**src/rtl/bbx_pkg.sv**
```systemverilog
package bbx_pkg;
    typedef enum logic [1:0] {
        ST_IDLE,
        ST_RD,
        ST_WR,
        ST_DONE
    } bbx_state_e;
endpackage

```
**src/rtl/bbx_decode.sv**
```systemverilog
module bbx_decode #(
    parameter int ADDR_W      = 32,
    parameter int DATA_W      = 32,
    parameter int REGION_LOG2 = 20,
    parameter int NUM_REG     = 2,
    parameter logic [NUM_REG*ADDR_W-1:0] BASES = {32'h4000_0000, 32'h2000_0000}
) (
    input  logic [ADDR_W-1:0]         addr,
    output logic                      hit,
    output logic [ADDR_W-1:0]         word_addr,
    output logic [$clog2(DATA_W)-1:0] bit_idx
);
    localparam int BIT_LOG2   = $clog2(DATA_W);
    localparam int BYTE_LOG2  = $clog2(DATA_W / 8);
    localparam int ALIAS_LOG2 = REGION_LOG2 + BIT_LOG2;
    localparam int WIDX_W     = REGION_LOG2 - BYTE_LOG2;
    localparam logic [ADDR_W-1:0] ALIAS_OFS = ADDR_W'(1) << ALIAS_LOG2;

    logic [NUM_REG-1:0] match;
    logic [ADDR_W-1:0]  masked [NUM_REG];

    for (genvar r = 0; r < NUM_REG; r++) begin : g_region
        localparam logic [ADDR_W-1:0] BASE_R = BASES[r*ADDR_W +: ADDR_W];
        localparam logic [ADDR_W-1:0] WIN_R  = BASE_R + ALIAS_OFS;
        assign match[r]  = (addr[ADDR_W-1:ALIAS_LOG2] == WIN_R[ADDR_W-1:ALIAS_LOG2]);
        assign masked[r] = match[r] ? BASE_R : '0;
    end

    logic [ADDR_W-1:0] base_sel;
    always_comb begin
        base_sel = '0;
        for (int r = 0; r < NUM_REG; r++) begin
            base_sel = base_sel | masked[r];
        end
    end

    assign hit       = |match;
    assign bit_idx   = addr[BYTE_LOG2 +: BIT_LOG2];
    assign word_addr = base_sel
                     | (ADDR_W'(addr[BYTE_LOG2 + BIT_LOG2 +: WIDX_W]) << BYTE_LOG2);
endmodule

```
**src/rtl/bbx_merge.sv**
```systemverilog
module bbx_merge #(
    parameter int DATA_W = 32
) (
    input  logic [DATA_W-1:0]         word,
    input  logic [$clog2(DATA_W)-1:0] bit_idx,
    input  logic                      bit_val,
    output logic [DATA_W-1:0]         merged,
    output logic                      picked
);
    localparam int BIT_LOG2 = $clog2(DATA_W);

    for (genvar i = 0; i < DATA_W; i++) begin : g_bit
        assign merged[i] = (bit_idx == BIT_LOG2'(i)) ? bit_val : word[i];
    end

    assign picked = word[bit_idx];
endmodule

```
**src/rtl/bbx_alias_xlate.sv**
```systemverilog
module bbx_alias_xlate
    import bbx_pkg::*;
#(
    parameter int ADDR_W      = 32,
    parameter int DATA_W      = 32,
    parameter int REGION_LOG2 = 20,
    parameter int NUM_REG     = 2,
    parameter logic [NUM_REG*ADDR_W-1:0] BASES = {32'h4000_0000, 32'h2000_0000}
) (
    input  logic              clk,
    input  logic              rst_n,
    input  logic              m_req,
    input  logic              m_we,
    input  logic [ADDR_W-1:0] m_addr,
    input  logic [DATA_W-1:0] m_wdata,
    output logic [DATA_W-1:0] m_rdata,
    output logic              m_stall,
    output logic              s_req,
    output logic              s_we,
    output logic [ADDR_W-1:0] s_addr,
    output logic [DATA_W-1:0] s_wdata,
    input  logic [DATA_W-1:0] s_rdata
);
    localparam int BIT_LOG2 = $clog2(DATA_W);

    bbx_state_e          state_q, state_d;
    logic                hit;
    logic [ADDR_W-1:0]   dec_word;
    logic [BIT_LOG2-1:0] dec_bit;
    logic [ADDR_W-1:0]   addr_q;
    logic [BIT_LOG2-1:0] bit_q;
    logic                we_q;
    logic                wbit_q;
    logic [DATA_W-1:0]   word_q;
    logic [DATA_W-1:0]   merged;
    logic                picked;
    logic                accept;

    bbx_decode #(
        .ADDR_W(ADDR_W), .DATA_W(DATA_W), .REGION_LOG2(REGION_LOG2),
        .NUM_REG(NUM_REG), .BASES(BASES)
    ) u_decode (
        .addr(m_addr), .hit(hit), .word_addr(dec_word), .bit_idx(dec_bit)
    );

    bbx_merge #(.DATA_W(DATA_W)) u_merge (
        .word(word_q), .bit_idx(bit_q), .bit_val(wbit_q),
        .merged(merged), .picked(picked)
    );

    assign accept = (state_q == ST_IDLE) && m_req && hit;

    always_comb begin
        state_d = state_q;
        unique case (state_q)
            ST_IDLE: if (accept) state_d = ST_RD;
            ST_RD:   state_d = we_q ? ST_WR : ST_DONE;
            ST_WR:   state_d = ST_DONE;
            ST_DONE: state_d = ST_IDLE;
        endcase
    end

    always_ff @(posedge clk or negedge rst_n) begin
        if (!rst_n) begin
            state_q <= ST_IDLE;
            addr_q  <= '0;
            bit_q   <= '0;
            we_q    <= 1'b0;
            wbit_q  <= 1'b0;
            word_q  <= '0;
        end else begin
            state_q <= state_d;
            if (accept) begin
                addr_q <= dec_word;
                bit_q  <= dec_bit;
                we_q   <= m_we;
                wbit_q <= m_wdata[0];
            end
            if (state_q == ST_RD) begin
                word_q <= s_rdata;
            end
        end
    end

    always_comb begin
        m_stall = 1'b0;
        m_rdata = '0;
        s_req   = 1'b0;
        s_we    = 1'b0;
        s_addr  = '0;
        s_wdata = '0;
        unique case (state_q)
            ST_IDLE: begin
                if (m_req && !hit) begin
                    s_req   = 1'b1;
                    s_we    = m_we;
                    s_addr  = m_addr;
                    s_wdata = m_wdata;
                    m_rdata = s_rdata;
                end else if (m_req) begin
                    m_stall = 1'b1;
                end
            end
            ST_RD: begin
                m_stall = 1'b1;
                s_req   = 1'b1;
                s_addr  = addr_q;
            end
            ST_WR: begin
                m_stall = 1'b1;
                s_req   = 1'b1;
                s_we    = 1'b1;
                s_addr  = addr_q;
                s_wdata = merged;
            end
            ST_DONE: begin
                m_rdata = {{(DATA_W-1){1'b0}}, picked};
            end
        endcase
    end

    // a plain access is forwarded unstalled
    a_r1_pass_through: assert property (@(posedge clk) disable iff (!rst_n)
        (state_q == ST_IDLE && m_req && !hit) |-> (!m_stall && s_req && s_addr == m_addr));

    // the write-back keeps every bit but the target, and loads the target from write data bit 0
    a_r3_keep_others: assert property (@(posedge clk) disable iff (!rst_n)
        (state_q == ST_WR) |->
            (((s_wdata ^ $past(s_rdata)) & ~(DATA_W'(1) << bit_q)) == '0));
    a_r3_target_bit: assert property (@(posedge clk) disable iff (!rst_n)
        (state_q == ST_WR) |-> (s_wdata[bit_q] == m_wdata[0]));

    // alias read data carries one bit
    a_r4_read_narrow: assert property (@(posedge clk) disable iff (!rst_n)
        (state_q == ST_DONE) |-> (m_rdata[DATA_W-1:1] == '0));

    // write-back follows the read at the same address, and DONE is silent
    a_r8_same_addr: assert property (@(posedge clk) disable iff (!rst_n)
        (s_req && s_we && state_q == ST_WR) |->
            ($past(s_req) && !$past(s_we) && s_addr == $past(s_addr)));
    a_r8_done_quiet: assert property (@(posedge clk) disable iff (!rst_n)
        (state_q == ST_DONE) |-> (!s_req && !m_stall));

    // an accepted alias access keeps the master stalled on the next cycle
    a_r7_stall_hold: assert property (@(posedge clk) disable iff (!rst_n)
        accept |=> m_stall);
endmodule

```
**config.mk**
```make
export PLATFORM = sky130hd
export DESIGN_NAME = bbx_alias_xlate
export DESIGN_NICKNAME = d
export VERILOG_FILES = /design/src/rtl/bbx_pkg.sv /design/src/rtl/bbx_decode.sv /design/src/rtl/bbx_merge.sv /design/src/rtl/bbx_alias_xlate.sv
export SDC_FILE = /design/constraint.sdc
export NUM_CORES = 1
export LEC_CHECK = 0
export BUFFER_PORTS_ARGS = -buffer_cell sky130_fd_sc_hd__buf_2
export CORE_ASPECT_RATIO = 1.4
export CORE_UTILIZATION = 47
export CTS_CLUSTER_DIAMETER = 30
export CTS_CLUSTER_SIZE = 8
export DETAILED_ROUTE_END_ITERATION = 10
export GPL_TIMING_DRIVEN = 0
export PLACE_DENSITY = 0.84
export SYNTH_ARGS = -nofsm -noshare
export SYNTH_HDL_FRONTEND = slang
export SYNTH_SLANG_ARGS = --single-unit
export TNS_END_PERCENT = 20
```
**constraint.sdc**
```tcl
create_clock -name clk -period 2.1 [get_ports clk]
set_input_delay 0.21 -clock clk [delete_from_list [all_inputs] [get_ports clk]]
set_output_delay 0.21 -clock clk [all_outputs]
set_load 0.005 [all_outputs]
```
==> results of run 1 <==
[cell usage in the layout (no fill, tap or decap), drive strengths merged, types with 2 or more instances in the layout]
| master | n |
|---|---|
| nand2 | 18 |
| mux2i | 5 |
| mux4 | 6 |
| bufinv | 3 |
| o21ai | 6 |
| nor2b | 6 |
| buf | 250 |
| and3 | 30 |
| inv | 6 |
| clkbuf | 32 |
| ha | 5 |
| clkinvlp | 2 |
| o221ai | 2 |
| nor2 | 17 |
| a21oi | 2 |
| a22o | 54 |
| nor3 | 7 |
| mux2 | 88 |
| and2 | 13 |
| nand2b | 2 |
| nand3 | 6 |
| dfrtp | 61 |
| nor4b | 2 |
| nor3b | 3 |
| nand3b | 4 |
[worst register-to-register path: stages, from the launching register on]
cell      delay [ps]
dfrtp_1          390
inv_2             90
buf_4            110
ha_1             130
clkbuf_1         290
clkbuf_1         480
mux2_2           410
[per-stage QoR]
stage          cells  hold WS [ps]
5_1_grt          748          36.6
2_1_floorplan    392         -85.6
6_report         748         -26.4
4_1_cts          736           120
3_3_place_gp     695           456
3_5_place_dp     695           461
[cell families (layout without fill, tap and decap cells)]
| group | Yosys count | in the layout | synth area share |
|---|---|---|---|
| AO/OA/AOI/OAI | 72 | 72 | 0.142 |
| XOR/XNOR | 1 | 1 | 0.00208 |
| adder cells (fa/ha/maj) | 5 | 5 | 0.0149 |
| buffers and inverters | 43 | 294 | 0.0459 |
| flip-flops | 61 | 61 | 0.363 |
| multiplexers | 99 | 99 | 0.283 |
| AND/OR/NAND/NOR | 111 | 111 | 0.149 |
[final cells by class]
class,count,area share
Tap cell,105,0.0203
Clock inverter,6,0.0170
Multi-Input combinational cell,288,0.424
Sequential cell,61,0.237
Buffer,36,0.0507
Inverter,6,0.00426
Timing Repair Buffer,236,0.210
Clock buffer,10,0.0370
[timing repair]
action | CTS | global route
setup endpoints to repair | 117 | 127
resized for setup | 93 | 45
buffers inserted | 21 | 12
gates cloned | 4 | 2
pin swaps | 29 | 17
[registers in the layout (all words and copies together), names as in the netlist]
register	cells
we_q	1
addr_q	20
bit_q	5
state_q	2
word_q	32
wbit_q	1
[final timing paths]
check / cells after the start / endpoint / slack (ps)
worst max register to register: 6 / word_q[9] / 90
min in group clk: 2 / word_q[14] / 120
max in group asynchronous: 1 / bit_q[4] / 1550
worst min register to register: 1 / addr_q[3] / 510
worst min-delay path: 1 / addr_q[6] / -30
worst max-delay path: 6 / m_rdata[0] / -500
[routing by layer]
| metal | up-vias | track usage |
|---|---|---|
| met5 | - | 0 |
| met4 | 0 | 0.219 |
| met3 | 103 | 0.0888 |
| met2 | 386 | 0.591 |
| met1 | 2213 | 0.366 |
| li1 | 1968 | - |
[where the power goes]
part           total (mW)  internal (mW)  switching, mW
clock network        1.74           1.19          0.553
logic                4.98           2.62           2.36
registers            2.01           1.61          0.395
[synthesized netlist by cell type (all sizes together), types with 2 or more instances]
master   n
nor4b    2
inv      6
dfrtp   61
and2    13
mux2i    5
mux4     6
a22o    54
and3    30
nor2    17
nand2b   2
a21oi    2
o221ai   2
nor3b    3
nand3    6
mux2    88
nor2b    6
nor3     7
clkbuf  24
nand3b   4
buf     13
o21ai    6
nand2   18
ha       5
==> flow_summary.json, run 1 <==
{
  "fp.dieH_um": 114,
  "yosys_warnings": 0,
  "yosysTopAreaCell": "dfrtp_1",
  "num_rows": 40,
  "fin_setup_tns_ps": -10260,
  "max_stage_delay_ps": 510,
  "multiInputGateArea_mm2": 0.00274,
  "antenna_cells": 0,
  "end_kind": "primary output",
  "wl_met3_um": 1590,
  "grt_first_pass_wirelength_um": 23500,
  "die_w_um": 81.9,
  "vias_per_cell": 6.24,
  "arrival_ps": 2390,
  "first_iter_violations": 493,
  "track_usage": 0.345,
  "crit_type": "reg2out",
  "antenna_found_initial": 0,
  "clock_skew_ps": 6.25,
  "grt_max_degree": 62,
  "design_area_mm2": 0.00646,
  "tightest_slew_ps": 804,
  "syn_area_per_cell_um2": 10.7,
  "cts_root_buf": "clkbuf_16",
  "crit_fanout": 5,
  "worstPathRequired_ps": 1890,
  "rsz0062_at_grt": "yes",
  "ys_ff_latch": 61,
  "cts_tree": "yes",
  "ff_latch_area_mm2": 0.00153,
  "ys.flop_type": "dfrtp_1",
  "final_nets": 743,
  "pre_cts_slack_ps": -580,
  "place_congestion": 0.917,
  "cts_sinks": 61,
  "ir_drop_mv": 0.936,
  "max_freq_mhz": 385,
  "cts_hold_buf": 0,
  "violations": "negative hold slack, negative setup slack",
  "wirelength_um": 16700,
  "synth_area_leaders": "dfrtp_1 36%, mux2_2 24%, a22o_1 11%",
  "setup.worst_path.start_class": "register",
  "dieArea_mm2": 0.00933,
  "portBuffers": 198,
  "slew_headroom": 0.464,
  "drt-wirelength-per-cell_um": 22.3,
  "top_layer": "met4",
  "min_period_ps": 2600,
  "drt-pass1-iter-count": 6,
  "crit_start": "bit_q[0]",
  "fillCellCount": 564,
  "p_total_mw": 8.73,
  "fin_crit_sh": 1.24,
  "cap_violations": 0,
  "hold_class": "in2async",
  "synth.net_count": 497,
  "final_antenna_net_count": 0,
  "gr-total-overflow": 0,
  "dpl_cell_area_mm2": 0.00532,
  "async_flop_share": 1.00,
  "p_leak_nw": 3.34,
  "syn_area_mm2": 0.00420,
  "outcome": "finished, violations left",
  "synth_edf_count": 0,
  "path_buf_inv": 2,
  "insertion_delay_ps": 330,
  "ios": 199,
  "yosysTopAreaCellShare": 0.363,
  "setup_ws_ps": -498,
  "numCtsBuffers": 9,
  "fin_util": 0.751,
  "setup_violations": 79,
  "synthCells": 392,
  "cp_cell_sequence": "buf_6 -> mux4_2 -> a22o_1 -> o311a_1 -> a32o_2 -> buf_2",
  "htreeDepth": 3,
  "routed-wl-met2_um": 8400,
  "yosysSeqAreaShare": 0.363,
  "powerDensity_mw_per_mm2": 1350,
  "r2r_start": "state_q[1]",
  "slew_viol_final": 0,
  "initial_core_util": 0.488,
  "grt_pass1_vias": 4504,
  "m1WireLength_um": 5660,
  "holdWs_ps": -26.4,
  "vias": 4670,
  "drive_gt1_frac": 0.641,
  "core_mm2": 0.00861,
  "syn_to_final_growth_pct": 53.8,
  "slowest_stage": "mux4_2",
  "drc": 0,
  "cp_top_family": "compound AO/OA/AOI/OAI gates",
  "clockBufferDepth": 2,
  "path_clk_slew_ps": 50,
  "hold_viol_final": 53,
  "synth.distinct_cells": 42,
  "hpwl_um": 10500
}
No activity file was read; power rests on OpenSTA's default activity.
==> run 2: changes to the inputs <==
--- a/config.mk
+++ b/config.mk
@@ -12,7 +12,7 @@
 export CTS_CLUSTER_SIZE = 8
 export DETAILED_ROUTE_END_ITERATION = 10
 export GPL_TIMING_DRIVEN = 0
-export PLACE_DENSITY = 0.84
+export PLACE_DENSITY = 0.85
 export SYNTH_ARGS = -nofsm -noshare
 export SYNTH_HDL_FRONTEND = slang
 export SYNTH_SLANG_ARGS = --single-unit
==> run 2 against run 1 <==
The flow still finishes with violations (negative hold slack, negative setup slack); clock skew is 3.1 ps lower; worst hold slack worse by 6.9 ps; sequential share of layout area is 0.62 points higher; register-to-register slack better by 30 ps; non-clock buffer count is 6 lower; first-iteration DRC count is 41% lower; critical path type unchanged.
==> flow_summary.json, run 2 (same netlist as run 1, synthesis figures left out) <==
{
  "outcome": "finished, violations left",
  "violations": "negative hold slack, negative setup slack",
  "syn_to_final_growth_pct": 50.0,
  "place_congestion": 0.905,
  "grt_use_met1": 0.359,
  "fin_util": 0.732,
  "gr-usage-met2": 0.577,
  "drt-wirelength-per-cell_um": 20.6,
  "first_iter_violations": 291,
  "max_freq_mhz": 409,
  "regMostFlops": "word_q",
  "hpwl_um": 10500,
  "grt_first_pass_wirelength_um": 22900,
  "final_antenna_net_count": 0,
  "ir_drop_mv": 0.925,
  "setup.worst_path.start_class": "register",
  "largest_reg_flops": 32,
  "grt-busiest-layer": "met2",
  "insertion_delay_ps": 330,
  "min_period_ps": 2440,
  "p_leak_nw": 3.27,
  "combPwrFrac": 0.584,
  "antenna_cells": 0,
  "wirelength_um": 15200,
  "antenna_found_initial": 0,
  "cts_sinks": 61,
  "fp.dieH_um": 114,
  "track_usage": 0.333,
  "arrival_ps": 2230,
  "final_nets": 737,
  "power_switching_mw": 3.12,
  "final_cell_mix": "199 x buf_2, 78 x mux2_2, 58 x dfrtp_1",
  "crit_fanout": 5,
  "grt_util_met3": 0.0904,
  "crit_type": "reg2out",
  "clock_skew_ps": 3.11,
  "die_w_um": 81.9,
  "path_clk_slew_ps": 50,
  "setup_ws_ps": -342,
  "largestRegisters": "word_q x32, addr_q x20, bit_q x5",
  "slew_viol_final": 0,
  "slew_headroom": 0.477,
  "grt_pass1_vias": 4449,
  "end_kind": "primary output",
  "htreeDepth": 3,
  "cts_hold_buf": 0,
  "layout.cells.most_common": "buf_2",
  "drt-pass1-iter-count": 5,
  "initial_core_util": 0.488,
  "p_seq_frac": 0.242,
  "cts_tree": "yes",
  "setup_violations": 63,
  "ios": 199,
  "tightest_slew_ps": 785,
  "cts_root_buf": "clkbuf_16",
  "p_int_mw": 5.08,
  "holdWs_ps": -33.3,
  "num_rows": 40,
  "gr-total-overflow": 0,
  "dieArea_mm2": 0.00933,
  "vias": 4394,
  "cap_violations": 0,
  "hold_class": "in2async",
  "fin_crit_sh": 1.16,
  "grt_max_degree": 62,
  "rsz0062_at_grt": "yes",
  "portBuffers": 198,
  "drc": 0,
  "powerDensity_mw_per_mm2": 1300,
  "p_sw_frac": 0.380,
  "drive_gt1_frac": 0.634,
  "hold_viol_final": 61,
  "clockBufferDepth": 2,
  "worstPathRequired_ps": 1890,
  "core_mm2": 0.00861,
  "numCtsBuffers": 9,
  "vias_per_cell": 5.93,
  "clkPwrFrac": 0.173
}
==> run 2: cell types whose count changed in the layout (fill, tap and decap cells not counted), moves of 2 or more <==
cell,before,now
buf_4,34,29
clkinv_2,1,5
buf_2,196,199
buf_6,10,7
mux2_2,75,78
mux2_4,13,10
bufinv_16,3,1
clkbuf_1,7,5
clkbuf_2,6,8
clkbuf_8,4,2
clkinvlp_4,2,0
nor2_1,10,12
nor2_2,6,4
==> run 2: layer usage <==
layer | vias up | routed length, um
met1 | 2108 | 5190
met3 | 65 | 1280
met2 | 267 | 7990
li1 | 1954 | -
met4 | 0 | 768
met5 | - | 0
==> run 2: through the flow <==
stage / cell area, um2 / std cells / power [mW] / setup WS (ps) / TNS, ps
finish: 6300 / 741 / 8.20 / -342 / -7090
detailed placement: 5320 / 695 / 5.81 / -650 / -42620
global placement: 5320 / 695 / 5.70 / -495 / -32300
floorplan: 4200 / 392 / 4.32 / 134 / 0
CTS: 6120 / 734 / 7.82 / -328 / -5430
global route: 6300 / 741 / 8.65 / -398 / -13080
==> run 2: layout make-up <==
type                            count  area, um2
Inverter                            6       25.0
Fill cell                         587       2300
Sequential cell                    61       1530
Multi-Input combinational cell    288       2700
Clock buffer                        9        225
Buffer                             37        338
Timing Repair Buffer              229       1290
Tap cell                          105        131
Clock inverter                      6       55.1
==> run 2: critical path, stage by stage, from the launching register on <==
cell and delay, ps:
dfrtp_1 330, buf_6 130, mux4_1 580, a22o_1 200
o311a_1 280, a32o_1 230, buf_2 140
==> run 2: path summary, 6_finish.rpt <==
kind | end | slack [ps] | startpoint | cells past startpoint
setup / recovery | m_rdata[0] | -340 | bit_q[0] | 6
hold / removal | addr_q[10] | -30 | rst_n | 1
setup reg to reg | word_q[17] | 120 | state_q[1] | 7
hold reg to reg | addr_q[3] | 510 | addr_q[3] | 1
max in group asynchronous | state_q[0] | 1570 | rst_n | 1
min in group clk | bit_q[4] | 120 | m_addr[6] | 3
==> run 2: what timing repair did <==
action / 4_1_cts / 5_1_grt
setup endpoints to repair: 104 / 107
setup buffers: 22 / 6
cloned: 2 / 2
pin swaps: 25 / 17
gates resized for setup: 94 / 31
==> run 2: power by group through the flow <==
| stage | registers, mW | clock network [mW] | logic, mW |
|---|---|---|---|
| after detailed placement | 1.97 | 0 | 3.85 |
| after CTS | 1.96 | 1.43 | 4.44 |
| final | 1.99 | 1.42 | 4.79 |
| after floorplan | 1.83 | 0 | 2.49 |
| after global placement | 1.93 | 0 | 3.77 |
| after global routing | 2.03 | 1.48 | 5.14 |
